## src/rtl/bls_pkg.sv

```systemverilog
package bls_pkg;
  typedef enum logic [1:0] {
    OP_IDLE  = 2'd0,
    OP_READ  = 2'd1,
    OP_WRITE = 2'd2
  } op_e;
endpackage

```

## src/rtl/bls_cmd_stage.sv

```systemverilog
module bls_cmd_stage
  import bls_pkg::*;
#(
  parameter int ADDR_W   = 4,
  parameter int LANES    = 4,
  parameter int LANE_W   = 9,
  parameter int WAKE_CYC = 2
) (
  input  logic                      clk,
  input  logic                      rst_n,
  input  logic                      cs0_n,
  input  logic                      cs1,
  input  logic                      cs2_n,
  input  logic                      req_n,
  input  logic [ADDR_W-1:0]         addr,
  input  logic                      gwe_n,
  input  logic                      bwe_n,
  input  logic [LANES-1:0]          bsel_n,
  input  logic [LANES*LANE_W-1:0]   dq_in,
  input  logic                      sleep,
  output op_e                       op_q,
  output logic [ADDR_W-1:0]         addr_q,
  output logic [LANES*LANE_W-1:0]   wdata_q,
  output logic [LANES-1:0]          lmask_q,
  output logic                      first_q,
  output logic                      asleep_q
);
  localparam int DATA_W = LANES * LANE_W;
  localparam int CNT_W  = $clog2(WAKE_CYC + 1);

  logic             selected;
  logic             access;
  logic             asleep_d;
  logic             desel_q;
  logic [CNT_W-1:0] wake_cnt;
  logic [LANES-1:0] lane_mask_c;
  op_e              op_c;

  always_comb begin
    selected = !cs0_n && cs1 && !cs2_n;
    if (!gwe_n)      lane_mask_c = '1;
    else if (!bwe_n) lane_mask_c = ~bsel_n;
    else             lane_mask_c = '0;
    access   = selected && !req_n && !asleep_q && (wake_cnt == '0);
    if (!access)           op_c = OP_IDLE;
    else if (|lane_mask_c) op_c = OP_WRITE;
    else                   op_c = OP_READ;
    asleep_d = sleep && (asleep_q || !selected);
  end

  always_ff @(posedge clk) begin
    if (!rst_n) begin
      op_q     <= OP_IDLE;
      addr_q   <= '0;
      wdata_q  <= '0;
      lmask_q  <= '0;
      first_q  <= 1'b1;
      desel_q  <= 1'b1;
      asleep_q <= 1'b0;
      wake_cnt <= '0;
    end else begin
      op_q     <= op_c;
      lmask_q  <= access ? lane_mask_c : '0;
      if (access) begin
        addr_q  <= addr;
        wdata_q <= DATA_W'(dq_in);
      end
      first_q  <= desel_q;
      desel_q  <= !selected;
      asleep_q <= asleep_d;
      if (asleep_q && !asleep_d)  wake_cnt <= CNT_W'(WAKE_CYC);
      else if (wake_cnt != '0)    wake_cnt <= wake_cnt - 1'b1;
    end
  end

  AST_GW_ALL_LANES: assert property (@(posedge clk) disable iff (!rst_n)
    (access && !gwe_n) |=> ($countones(lmask_q) == LANES));
  AST_SLEEP_ONLY_DESEL: assert property (@(posedge clk) disable iff (!rst_n)
    $rose(asleep_q) |-> $past(!selected));
  AST_SLEEP_NO_CMD: assert property (@(posedge clk) disable iff (!rst_n)
    asleep_q |=> (op_q == OP_IDLE));
  AST_WAKE_NO_CMD: assert property (@(posedge clk) disable iff (!rst_n)
    (wake_cnt != '0) |=> (op_q == OP_IDLE));
endmodule

```

## src/rtl/bls_array.sv

```systemverilog
module bls_array #(
  parameter int ADDR_W = 4,
  parameter int LANES  = 4,
  parameter int LANE_W = 9
) (
  input  logic                    clk,
  input  logic [LANES-1:0]        we,
  input  logic [ADDR_W-1:0]       addr,
  input  logic [LANES*LANE_W-1:0] wdata,
  output logic [LANES*LANE_W-1:0] rdata
);
  localparam int DEPTH = 1 << ADDR_W;

  for (genvar i = 0; i < LANES; i++) begin : g_lane
    logic [LANE_W-1:0] mem [DEPTH];
    always_ff @(posedge clk) begin
      if (we[i]) mem[addr] <= wdata[i*LANE_W +: LANE_W];
    end
    assign rdata[i*LANE_W +: LANE_W] = mem[addr];
  end
endmodule

```

## src/rtl/bls_out_stage.sv

```systemverilog
module bls_out_stage
  import bls_pkg::*;
#(
  parameter int DATA_W = 36
) (
  input  logic              clk,
  input  logic              rst_n,
  input  op_e               op_q,
  input  logic              first_q,
  input  logic [DATA_W-1:0] rdata,
  input  logic              oe_n,
  output logic [DATA_W-1:0] dq_out,
  output logic              dq_oe
);
  logic              rd_q;
  logic              mask_q;
  logic [DATA_W-1:0] dout_q;

  always_ff @(posedge clk) begin
    if (!rst_n) begin
      rd_q   <= 1'b0;
      mask_q <= 1'b0;
      dout_q <= '0;
    end else begin
      rd_q   <= (op_q == OP_READ);
      mask_q <= first_q;
      if (op_q == OP_READ) dout_q <= rdata;
    end
  end

  assign dq_out = dout_q;
  assign dq_oe  = !oe_n && rd_q && !mask_q && (op_q != OP_WRITE);

  AST_MASK_AFTER_DESEL: assert property (@(posedge clk) disable iff (!rst_n)
    (op_q == OP_READ && first_q) |=> !dq_oe);
endmodule

```

## src/rtl/bytelane_sram.sv

```systemverilog
module bytelane_sram
  import bls_pkg::*;
#(
  parameter int ADDR_W   = 4,
  parameter int LANES    = 4,
  parameter int LANE_W   = 9,
  parameter int WAKE_CYC = 2
) (
  input  logic                    clk,
  input  logic                    rst_n,
  input  logic                    cs0_n,
  input  logic                    cs1,
  input  logic                    cs2_n,
  input  logic                    req_n,
  input  logic [ADDR_W-1:0]       addr,
  input  logic                    gwe_n,
  input  logic                    bwe_n,
  input  logic [LANES-1:0]        bsel_n,
  input  logic [LANES*LANE_W-1:0] dq_in,
  input  logic                    oe_n,
  input  logic                    sleep,
  output logic [LANES*LANE_W-1:0] dq_out,
  output logic                    dq_oe
);
  localparam int DATA_W = LANES * LANE_W;

  op_e               op_q;
  logic [ADDR_W-1:0] addr_q;
  logic [DATA_W-1:0] wdata_q;
  logic [LANES-1:0]  lmask_q;
  logic              first_q;
  logic              asleep_q;
  logic [DATA_W-1:0] rdata;

  bls_cmd_stage #(
    .ADDR_W(ADDR_W), .LANES(LANES), .LANE_W(LANE_W), .WAKE_CYC(WAKE_CYC)
  ) u_cmd (
    .clk(clk), .rst_n(rst_n), .cs0_n(cs0_n), .cs1(cs1), .cs2_n(cs2_n),
    .req_n(req_n), .addr(addr), .gwe_n(gwe_n), .bwe_n(bwe_n),
    .bsel_n(bsel_n), .dq_in(dq_in), .sleep(sleep), .op_q(op_q),
    .addr_q(addr_q), .wdata_q(wdata_q), .lmask_q(lmask_q),
    .first_q(first_q), .asleep_q(asleep_q)
  );

  bls_array #(
    .ADDR_W(ADDR_W), .LANES(LANES), .LANE_W(LANE_W)
  ) u_array (
    .clk(clk), .we(lmask_q), .addr(addr_q), .wdata(wdata_q), .rdata(rdata)
  );

  bls_out_stage #(
    .DATA_W(DATA_W)
  ) u_out (
    .clk(clk), .rst_n(rst_n), .op_q(op_q), .first_q(first_q),
    .rdata(rdata), .oe_n(oe_n), .dq_out(dq_out), .dq_oe(dq_oe)
  );

  AST_ASLEEP_QUIET: assert property (@(posedge clk) disable iff (!rst_n)
    $past(asleep_q) |-> !dq_oe);
endmodule

```

## config.mk

```make
export PLATFORM = sky130hd
export DESIGN_NAME = bytelane_sram
export DESIGN_NICKNAME = d
export VERILOG_FILES = /design/src/rtl/bls_pkg.sv /design/src/rtl/bls_cmd_stage.sv /design/src/rtl/bls_array.sv /design/src/rtl/bls_out_stage.sv /design/src/rtl/bytelane_sram.sv
export SDC_FILE = /design/constraint.sdc
export NUM_CORES = 1
export LEC_CHECK = 0
export BUFFER_PORTS_ARGS = -buffer_cell sky130_fd_sc_hd__buf_2
export CAP_MARGIN = 0
export CORE_MARGIN = 10
export CORE_UTILIZATION = 55
export CTS_CLUSTER_SIZE = 16
export DETAILED_ROUTE_END_ITERATION = 16
export PLACE_DENSITY_LB_ADDON = 0.08
export SLEW_MARGIN = 30
export SYNTH_ARGS = -nofsm -noshare
export SYNTH_HDL_FRONTEND = slang
export SYNTH_SLANG_ARGS = --single-unit
```

## constraint.sdc

```tcl
create_clock -name clk -period 5.1 [get_ports clk]
set_clock_uncertainty 0.2 [all_clocks]
set_input_delay 1.275 -clock clk [delete_from_list [all_inputs] [get_ports clk]]
set_output_delay 1.275 -clock clk [all_outputs]
set_load 0.02 [all_outputs]
```

Word level (Yosys, flattened, before mapping)
Memory sizes are Yosys's and may differ from the RTL's. A register that Yosys moved wholly into a read port is not among the register bits.
Cells that the tools add are included.
{ "totals": {"ff_bits": 53, "latchBits": 0, "mem_bits_rw": 576, "rom_bits": 0, "in_bits": 54, "out_inout_bits": 37, "elab_cells": 62, "mem_count": 4} }
{ "classes": {"add_sub_neg": 1, "n_mul": 0, "div_mod_pow": 0, "magnitude_cmp": 0, "n_eq_ne": 2, "n_shift": 0, "n_mux": 13, "n_bitwise": 2, "n_reduce_logical": 29} }
{ "memory_table": {"columns": ["name", "depth", "width", "read_ports", "rd_clocked_by_memory_dff", "write_ports", "line_no", "text"], "rows": [
  ["u_array.g_lane[0].mem", 16, 9, 1, 1, 1, "bls_array.sv:15", "logic [LANE_W-1:0] mem [DEPTH];"],
  ["u_array.g_lane[1].mem", 16, 9, 1, 1, 1, "bls_array.sv:15", null],
  ["u_array.g_lane[2].mem", 16, 9, 1, 1, 1, "bls_array.sv:15", null],
  ["u_array.g_lane[3].mem", 16, 9, 1, 1, 1, "bls_array.sv:15", null]
]} }
{ "op_table": {"columns": ["cell", "n"], "rows": [
  ["zero test 1 bit", 12],
  ["logical AND 1 bit", 10],
  ["two-way mux 1 bit", 8],
  ["two-way mux 4 bit", 2],
  ["two-way mux 2 bit", 3],
  ["inverter 4 bit", 1],
  ["nonzero test 2 bit", 2],
  ["OR reduction 4 bit", 1],
  ["== test 2 x 1 -> 1 bit (second input constant)", 1],
  ["zero test 2 bit", 1],
  ["!= test 2 bit (second input constant)", 1],
  ["AND reduction 2 bit", 1],
  ["OR reduction 2 bit", 1],
  ["subtractor 2 x 1 -> 2 bit (second input constant)", 1],
  ["logical OR 1 bit", 1],
  ["inverter 1 bit", 1]
]} }

Longest topological paths before layout
Gate-level depths: netlist (run 1).
{ "logic_depth": {"word_depth": 9, "mapped_depth": 7, "ltp_nobuf": 4} }

Modules after synthesis
From an unflattened synthesis (run 1), not the netlist that was laid out.
{ "unflattened": {"hier_cells": 1345, "area_unflattened_um2": 25406.9} }
{ "by_module_without_submodules": {"columns": ["mod", "n_inst", "cells_per_inst", "area_each_um2", "seq_area_each_um2"], "rows": [
  ["bls_array", 1, 975, 21887.2, 17296.6],
  ["bls_cmd_stage", 1, 207, 1963.1, 1021.0],
  ["bls_out_stage", 1, 163, 1556.5, 760.7]
]} }

Worst setup path before layout (run 1)
OpenSTA, ideal clock, no wires.
{ "synth_path": {"path_kind": "input to output", "start": "in oe_n", "end": "out dq_oe", "arrival_ps": 2051, "slack_ps": 1574, "cell_stages": 1, "path_buffers": 0, "cell_sequence": "nor4b_1"} }
{ "synth_between": {"elab_chain_len": 4} }
{ "synth_rtl": {"columns": ["item", "line_no", "text"], "rows": [
  ["start, declared", "bytelane_sram.sv:20", "input logic oe_n,"],
  ["zero test 1 bit", "bls_out_stage.sv:32", "assign dq_oe = !oe_n && rd_q && !mask_q && (op_q != OP_WRITE);"],
  ["logical AND 1 bit (3 in a row)", "bls_out_stage.sv:32", null],
  ["end, declared", "bytelane_sram.sv:23", "output logic dq_oe"]
]} }
No other way between the ends.

Worst setup path after layout (run 1)
Same ends and word-level chain as after synthesis.

==> out/qor.yml, run 1 <==
synth_xor_xnor_area_share: 0
wl_per_cell_um: 24.9
regArea_mm2: 0.0191
crit_path_cell_trace: "buf_2 > nor4b_1 > buf_2"
io_buffers: 90
yosys_register_bits: 665
cts.hold.buffers_added: 0
gp_congestion: 0.773
syn_area_mm2: 0.0253
synth_area_leader_cell: "edfxtp_1"
clk_pin_slew_ns: 0.06
grt_max_degree: 55
drive_above_1_share: 0.170
first_iter_violations: 1311
viasPerCell: 5.96
muxShareOfSynthArea: 0.117
crit_type: "in2out"
p_leak_nw: 9.82
rsz0062_at_grt: "false"
grt_overflow: 0
critPathRequiredTime_ns: 3.62
grt_pass1_wl_um: 85500
synth_cells: 1508
clock-sinks: 665
grtUsageMet3: 0.0430
wl_um: 56000
min_period_over_period: 0.661
rrSetupSlack_ns: 2.02
cp-start-kind: "primary input"
antenna_cells: 0
grtUsageTotal: 0.207
synth_commonest_cells: "edfxtp_1, mux2i_1, nand2_1"
synth_nets: 1562
synthToLayoutAreaGrowth_pct: 12.4
synth_top_family_by_area: "multiplexers"
cp-end-kind: "primary output"
synth_edf_count: 576
synth_adder_area_share: 0
vias: 13400
setup_viol: 0
synth_top_area_share: 0.683
period_minus_slack_ns: 3.37
coreArea_mm2: 0.0455
power_density_mw_per_mm2: 380
max_cap_viol_count: 0
clockBufferDepth: 3
fillCellCount: 3404
slew_headroom: 0.353
ir_drop_mv: 0.229
timing.fmax_ghz: 0.297
drc: 0
num_io_pins: 91
antenna_found_initial: 0
dp_cells: 2123
post_synth_and_or_nand_nor_area_fraction: 0.0422
crit_top_cell: "buf_2"
die_area_mm2: 0.0550
synth.most_common_cell: "edfxtp_1"
critPathArrivalTime_ns: 1.89
dp_hpwl_um: 35000
use_met1: 0.292
ctsResizeCount: 0
post_cts_buffers: 0
whs_ns: 0.208
first_global_vias: 13600
firstDrtPassIters: 5
hold_viol_final: 0
tightest_slew_ns: 0.967
numCtsBuffers: 68
min_path_type: "reg2reg"
start_util: 0.556
synthTopCellsByArea: "edfxtp_1, mux2i_1, dfxtp_1"
cpPeakStageDelay_ns: 0.29
fin_total_pwr_mw: 10.8
ys.flop_type: "edfxtp_1"
path_max_fanout: 1
yosys_warnings: 0
slew_viol_final: 0
htreeDepth: 3
synth_compound_area_frac: 0.0668
yosysUniqueCellTypes: 33
die_w_um: 235
fin_nets: 1647
critPathSlowestCell: "nor4b_1"
avgSynthCellArea_um2: 16.8
drtAntennaViolNets: 0
async_flop_share: 0
fp.dieH_um: 235
setup_tns_ns: 0
instances_no_fill: 2245
multi_input_area_mm2: 0.00581
insertion_delay_ns: 0.59
rows: 78
ys_seq_area_frac: 0.754
use_met2: 0.323
busiest_layer: "met2"
cts_tree: "yes"
status: "finished, final reports clean"
root_buffer: "clkbuf_16"
[final cells by class]
class | count | share of cell area
timing repair buffer | 114 | 0.0229
tap | 600 | 0.0264
clock buffer | 112 | 0.0725
sequential | 665 | 0.671
clock inverter | 10 | 0.00277
multi-input combinational | 744 | 0.204
[worst max-delay path, delay by kind of cell]
kind	cells	cell delay, ns
buf+inv	2	0.32
simple gates	1	0.29
[through the flow]
step	utilization	instance area (um^2)	setup slack (ns)
2_1_floorplan	-	25300	1.57
3_3_place_gp	0.576	26200	1.70
3_5_place_dp	0.577	26300	1.73
4_1_cts	0.625	28400	1.73
5_1_grt	0.625	28400	1.58
6_report	0.625	28400	1.73
[report_power, final]
part           total [mW]  switching [mW]  internal [mW]
combinational       0.145          0.0855         0.0600
clock                4.76            1.96           2.80
sequential           5.89          0.0332           5.86
[flip-flops by register name (all words and copies together) (netlist names)]
signal and flops:
u_cmd.asleep_q 1, u_out.mask_q 1, u_cmd.wdata_q 36, u_cmd.op_q 2, u_out.rd_q 1, u_cmd.wake_cnt 2
u_cmd.desel_q 1, u_cmd.addr_q 4, u_out.dq_out 36, u_cmd.lmask_q 4, u_array.g_lane.mem 576, u_cmd.first_q 1
[cells by family after synthesis]
logic type,count (synthesis)
AO/OA/AOI/OAI,263
buffers and inverters,99
flip-flops,665
AND/OR/NAND/NOR,229
multiplexers,252
[per-layer routing]
metal  share of wire  routed length, um  up-vias
li1                -                  -     6109
met1            0.45              25100     6817
met2            0.47              26100      406
met3           0.070               3900       58
met4           0.016                887        0
met5               0                  0        -
[final timing paths]
check	from	to	cells past startpoint
worst min-delay path	u_cmd.desel_q	u_cmd.first_q	1
worst max-delay path	oe_n	dq_oe	3
worst max register to register	u_cmd.addr_q[2]	u_out.dq_out[9]	6
worst min register to register	u_cmd.desel_q	u_cmd.first_q	1
[placed cells by master (no fill, tap or decap), types with 40 or more instances in the layout]
master,count
mux2i_1,216
nor2_1,47
edfxtp_1,576
o22ai_1,72
a21boi_1,40
nand2_1,92
o21ai_0,76
buf_2,90
dfxtp_1,86
clkbuf_16,71
Power figures use the tool's default switching activity.
==> inputs of run 2 (changes only) <==
==> constraint.sdc (replaced) <==
create_clock -name clk -period 3.2 [get_ports clk]
set_clock_uncertainty 0.2 [all_clocks]
set_input_delay 0.8 -clock clk [delete_from_list [all_inputs] [get_ports clk]]
set_output_delay 0.8 -clock clk [all_outputs]
set_load 0.02 [all_outputs]
==> run 2 against run 1 <==
Clock power grew 60%. Sequential power grew 60%. Total power grew 60%. Critical endpoint is now u_out.dq_out[14]. Largest cell class unchanged. Die area is the same. Wire length shrank 0.14%.
==> out/qor.yml, run 2 (same netlist as run 1, synthesis figures left out) <==
die_w_um: 235  # unchanged
hold_viol_final: 0  # unchanged
cp-end-kind: "flop"  # was primary output
slew_headroom: 0.418  # was 0.353
gp_congestion: 0.766  # was 0.773
first_iter_violations: 1188  # was 1311
top_register: "u_array.g_lane.mem"  # unchanged
timing.fmax_ghz: 0.387
die_area_mm2: 0.0550  # unchanged
critPathArrivalTime_ns: 2.79  # was 1.89 ns
clock-sinks: 665  # unchanged
antenna_found_initial: 3  # was 0
io_buffers: 90  # unchanged
firstDrtPassIters: 6  # was 5
numCtsBuffers: 67  # was 68
period_minus_slack_ns: 2.58
rows: 78  # unchanged
grt_overflow: 0  # unchanged
min_period_over_period: 0.807
fillCellCount: 3329  # was 3404
wl_per_cell_um: 24.4  # was 24.9 um
dp_hpwl_um: 35300  # was 35000 um
cts_tree: "yes"  # unchanged
min_path_type: "reg2reg"  # unchanged
largest_reg_flops: 576  # unchanged
post_cts_buffers: 0  # unchanged
grt_pass1_wl_um: 84000  # was 85500 um
grtUsageTotal: 0.206  # was 0.207
critPathRequiredTime_ns: 3.41  # was 3.62 ns
root_buffer: "clkbuf_16"  # unchanged
clk_pin_slew_ns: 0.06  # about the same
layout_commonest_cell: "edfxtp_1"  # unchanged
num_io_pins: 91  # unchanged
ir_drop_mv: 0.341  # was 0.229 mV
drtAntennaViolNets: 0  # unchanged
fp.dieH_um: 235  # unchanged
drc: 0  # unchanged
rsz0062_at_grt: "false"  # unchanged
grt_max_degree: 73  # was 55
insertion_delay_ns: 0.59  # about the same
tightest_slew_ns: 0.872  # was 0.967 ns
path_max_fanout: 36  # was 1
postPlaceCellArea_mm2: 0.0266  # was 0.0263 mm^2
cts.hold.buffers_added: 0  # unchanged
slew_viol_final: 0  # unchanged
setup_tns_ns: 0  # unchanged
status: "finished, final reports clean"  # unchanged
fin_nets: 1693  # was 1647
cp-start-kind: "flop"  # was primary input
synthToLayoutAreaGrowth_pct: 13.7  # was 12.4%
vias: 13500  # was 13400
viasPerCell: 5.88  # was 5.96
ctsResizeCount: 0  # unchanged
crit_type: "reg2reg"  # was in2out
setup_viol: 0  # unchanged
wl_um: 55900  # was 56000 um
power_density_mw_per_mm2: 599  # was 380 mW/mm^2
clockBufferDepth: 3  # unchanged
final_area_mm2: 0.0288  # was 0.0284 mm^2
first_global_vias: 13500  # was 13600
coreArea_mm2: 0.0455  # unchanged
max_cap_viol_count: 0  # unchanged
drive_above_1_share: 0.173  # was 0.170
start_util: 0.556  # unchanged
htreeDepth: 3  # unchanged
p_leak_nw: 10.1  # was 9.82 nW
final_cell_mix: "edfxtp_1, mux2i_1, nand2_1, buf_2, dfxtp_1"  # unchanged
run 2: worst max-delay path, stage by stage, from the launching register on:
cell and delay [ns]:
dfxtp_4 0.78, buf_12 0.30, mux4_2 0.51, o21ai_0 0.43, a31oi_1 0.16
run 2: where the power goes:
group          switching, mW  internal [mW]
logic                  0.132          0.100
clock network           3.07           4.53
registers             0.0594           9.34
total                   3.26           14.0
run 2: cell type report:
type	instances	area (um^2)	area share
sequential	665	19100	0.663
antenna	2	5.00	0.000174
timing repair buffer	161	1060	0.0368
clock inverter	13	165	0.00574
clock buffer	108	1970	0.0683
multi-input combinational	744	5750	0.200
tap	600	751	0.0261
run 2: routing by layer:
| metal | vias to the layer above | wire length [um] | global-route usage |
|---|---|---|---|
| met5 | - | 10 | 0 |
| met4 | 2 | 663 | 0.0531 |
| li1 | 6186 | - | - |
| met3 | 53 | 3460 | 0.0417 |
| met2 | 366 | 26600 | 0.322 |
| met1 | 6873 | 25100 | 0.291 |
run 2: path summary, 6_finish.rpt:
path                         from  cells after the start               end  slack [ns]
setup / recovery  u_cmd.addr_q[1]                      4  u_out.dq_out[14]        0.62
hold / removal      u_cmd.desel_q                      1     u_cmd.first_q        0.22
setup reg to reg  u_cmd.addr_q[1]                      4  u_out.dq_out[14]        0.62
hold reg to reg     u_cmd.desel_q                      1     u_cmd.first_q        0.22
run 2: per-stage QoR:
stage	worst slack [ns]	power [mW]	hold WS, ns	util	std cells
floorplan	0.624	9.69	0.186	-	1508
global placement	0.496	9.81	0.210	0.586	2170
detailed placement	0.439	9.82	0.204	0.586	2170
CTS	0.630	17.3	0.217	0.633	2291
global route	0.506	17.8	0.226	0.633	2291
finish	0.617	17.2	0.216	0.633	2293
==> inputs of run 3 (changes only) <==
==> constraint.sdc (replaced) <==
create_clock -name clk -period 2.49 [get_ports clk]
set_clock_uncertainty 0.2 [all_clocks]
set_input_delay 0.6225 -clock clk [delete_from_list [all_inputs] [get_ports clk]]
set_output_delay 0.6225 -clock clk [all_outputs]
set_load 0.02 [all_outputs]
==> run 3 against run 2 <==
Clock power rose by 30%. Sequential power rose by 29%. Clock-buffer cell count fell by 4. Wire length rose by 2.6%. Combinational power rose by 40%. Sequential share of layout area fell by 1.1 points. Largest cell class unchanged.
==> out/qor.yml, run 3 (same netlist as run 1, synthesis figures left out) <==
crit_type: "reg2out"  # was reg2reg
min_path_type: "in2reg"  # was reg2reg
cts.hold.buffers_added: 0  # unchanged
die_area_mm2: 0.0550  # unchanged
wl_per_cell_um: 24.6  # was 24.4 um
dp_slack_ns: 0.0686  # was 0.439 ns
start_util: 0.556  # unchanged
firstDrtPassIters: 5  # was 6
p_leak_nw: 10.4  # was 10.1 nW
grt_overflow: 0  # unchanged
top_register: "u_array.g_lane.mem"  # unchanged
post_cts_buffers: 0  # unchanged
fillCellCount: 3332  # was 3329
tightest_slew_ns: 0.917  # was 0.872 ns
num_io_pins: 91  # unchanged
rows: 78  # unchanged
ctsResizeCount: 0  # unchanged
synthToLayoutAreaGrowth_pct: 15.6  # was 13.7%
fin_util: 0.643  # was 0.633
first_iter_violations: 1232  # was 1188
coreArea_mm2: 0.0455  # unchanged
period_minus_slack_ns: 2.35
grtUsageTotal: 0.210  # was 0.206
drtAntennaViolNets: 0  # unchanged
first_global_vias: 13700  # was 13500
setup_slack_ns: 0.142  # was 0.617 ns
antenna_found_initial: 0  # was 3
status: "finished, final reports clean"  # unchanged
setup_viol: 0  # unchanged
ir_drop_mv: 0.453  # was 0.341 mV
rsz0062_at_grt: "false"  # unchanged
max_cap_viol_count: 0  # unchanged
path_max_fanout: 2  # was 36
min_period_over_period: 0.943
hold_viol_final: 0  # unchanged
drc: 0  # unchanged
cp-end-kind: "primary output"  # was flop
cts_tree: "yes"  # unchanged
antenna_cells: 0  # was 2
drive_above_1_share: 0.200  # was 0.173
htreeDepth: 3  # unchanged
clockBufferDepth: 3  # unchanged
fp.dieH_um: 235  # unchanged
numCtsBuffers: 67  # unchanged
layout_commonest_cell: "edfxtp_1"  # unchanged
root_buffer: "clkbuf_16"  # unchanged
slew_viol_final: 0  # unchanged
fin_nets: 1737  # was 1693
grt_max_degree: 60  # was 73
dp_hpwl_um: 36700  # was 35300 um
vias: 13800  # was 13500
grt_pass1_wl_um: 86300  # was 84000 um
dp_cells: 2214  # was 2170
wl_um: 57400  # was 55900 um
cp-start-kind: "flop"  # unchanged
largest_reg_flops: 576  # unchanged
clock-sinks: 665  # unchanged
final_cell_mix: "edfxtp_1, mux2i_1, buf_4, nand2_1, buf_2"  # was edfxtp_1, mux2i_1, nand2_1, buf_2, dfxtp_1
gp_congestion: 0.779  # was 0.766
instances_no_fill: 2334  # was 2293
timing.fmax_ghz: 0.426
clk_pin_slew_ns: 0.06  # about the same
slew_headroom: 0.388  # was 0.418
io_buffers: 90  # unchanged
setup_tns_ns: 0  # unchanged
viasPerCell: 5.92  # was 5.88
insertion_delay_ns: 0.60  # was 0.59 ns
power_density_mw_per_mm2: 761  # was 599 mW/mm^2
critPathRequiredTime_ns: 1.67  # was 3.41 ns
critPathArrivalTime_ns: 1.53  # was 2.79 ns
die_w_um: 235  # unchanged
==> run 3: cell types whose count changed in the layout (fill, tap and decap cells not counted), sizes merged <==
cell / previous run / this run
inv: 1 / 0
buf: 161 / 205
diode: 2 / 0
clkbuf: 108 / 104
bufinv: 4 / 2
clkinv: 8 / 14
==> run 3: path summary, 6_finish.rpt <==
path | start | endpoint | slack (ns) | depth (start not counted)
max | u_cmd.op_q[1] | dq_oe | 0.14 | 3
min | cs1 | u_cmd.desel_q | 0.05 | 2
max reg2reg | u_cmd.addr_q[1] | u_out.dq_out[14] | 0.22 | 4
min reg2reg | u_cmd.desel_q | u_cmd.first_q | 0.23 | 1
==> run 3: layer usage <==
metal | vias to the layer above | global-route usage | part of all wire
li1 | 6293 | - | -
met1 | 7057 | 0.294 | 0.44
met2 | 401 | 0.334 | 0.48
met3 | 76 | 0.0383 | 0.064
met4 | 0 | 0.0625 | 0.019
met5 | - | 0 | 0
==> run 3: stage by stage <==
step                      power, mW  cell area, um^2  hold WS [ns]
after global routing           22.9            29300        0.0640
after CTS                      22.4            29300        0.0342
after floorplan                12.5            25300         0.186
after global placement         12.6            27100         0.227
final                          22.3            29300        0.0455
after detailed placement       12.6            27100         0.216
==> run 3: critical path, stage by stage, from the launching register on <==
cell	delay [ns]
dfxtp_1	0.33
nor2b_1	0.14
nor4b_1	0.25
buf_2	0.22
==> run 3: final cells by class <==
cell class              count  area, um^2  share of cell area
clock buffers             104        2060              0.0703
well taps                 600         751              0.0257
clock inverters            16         126             0.00432
multi-input cells         744        5750               0.197
flip-flops and latches    665       19100               0.652
repair buffers            205        1490              0.0509
==> run 3: power by group <==
| part | total, mW | internal [mW] | switching, mW |
|---|---|---|---|
| sequential | 12.1 | 12.0 | 0.0698 |
| clock | 9.87 | 5.89 | 3.99 |
| combinational | 0.326 | 0.141 | 0.185 |
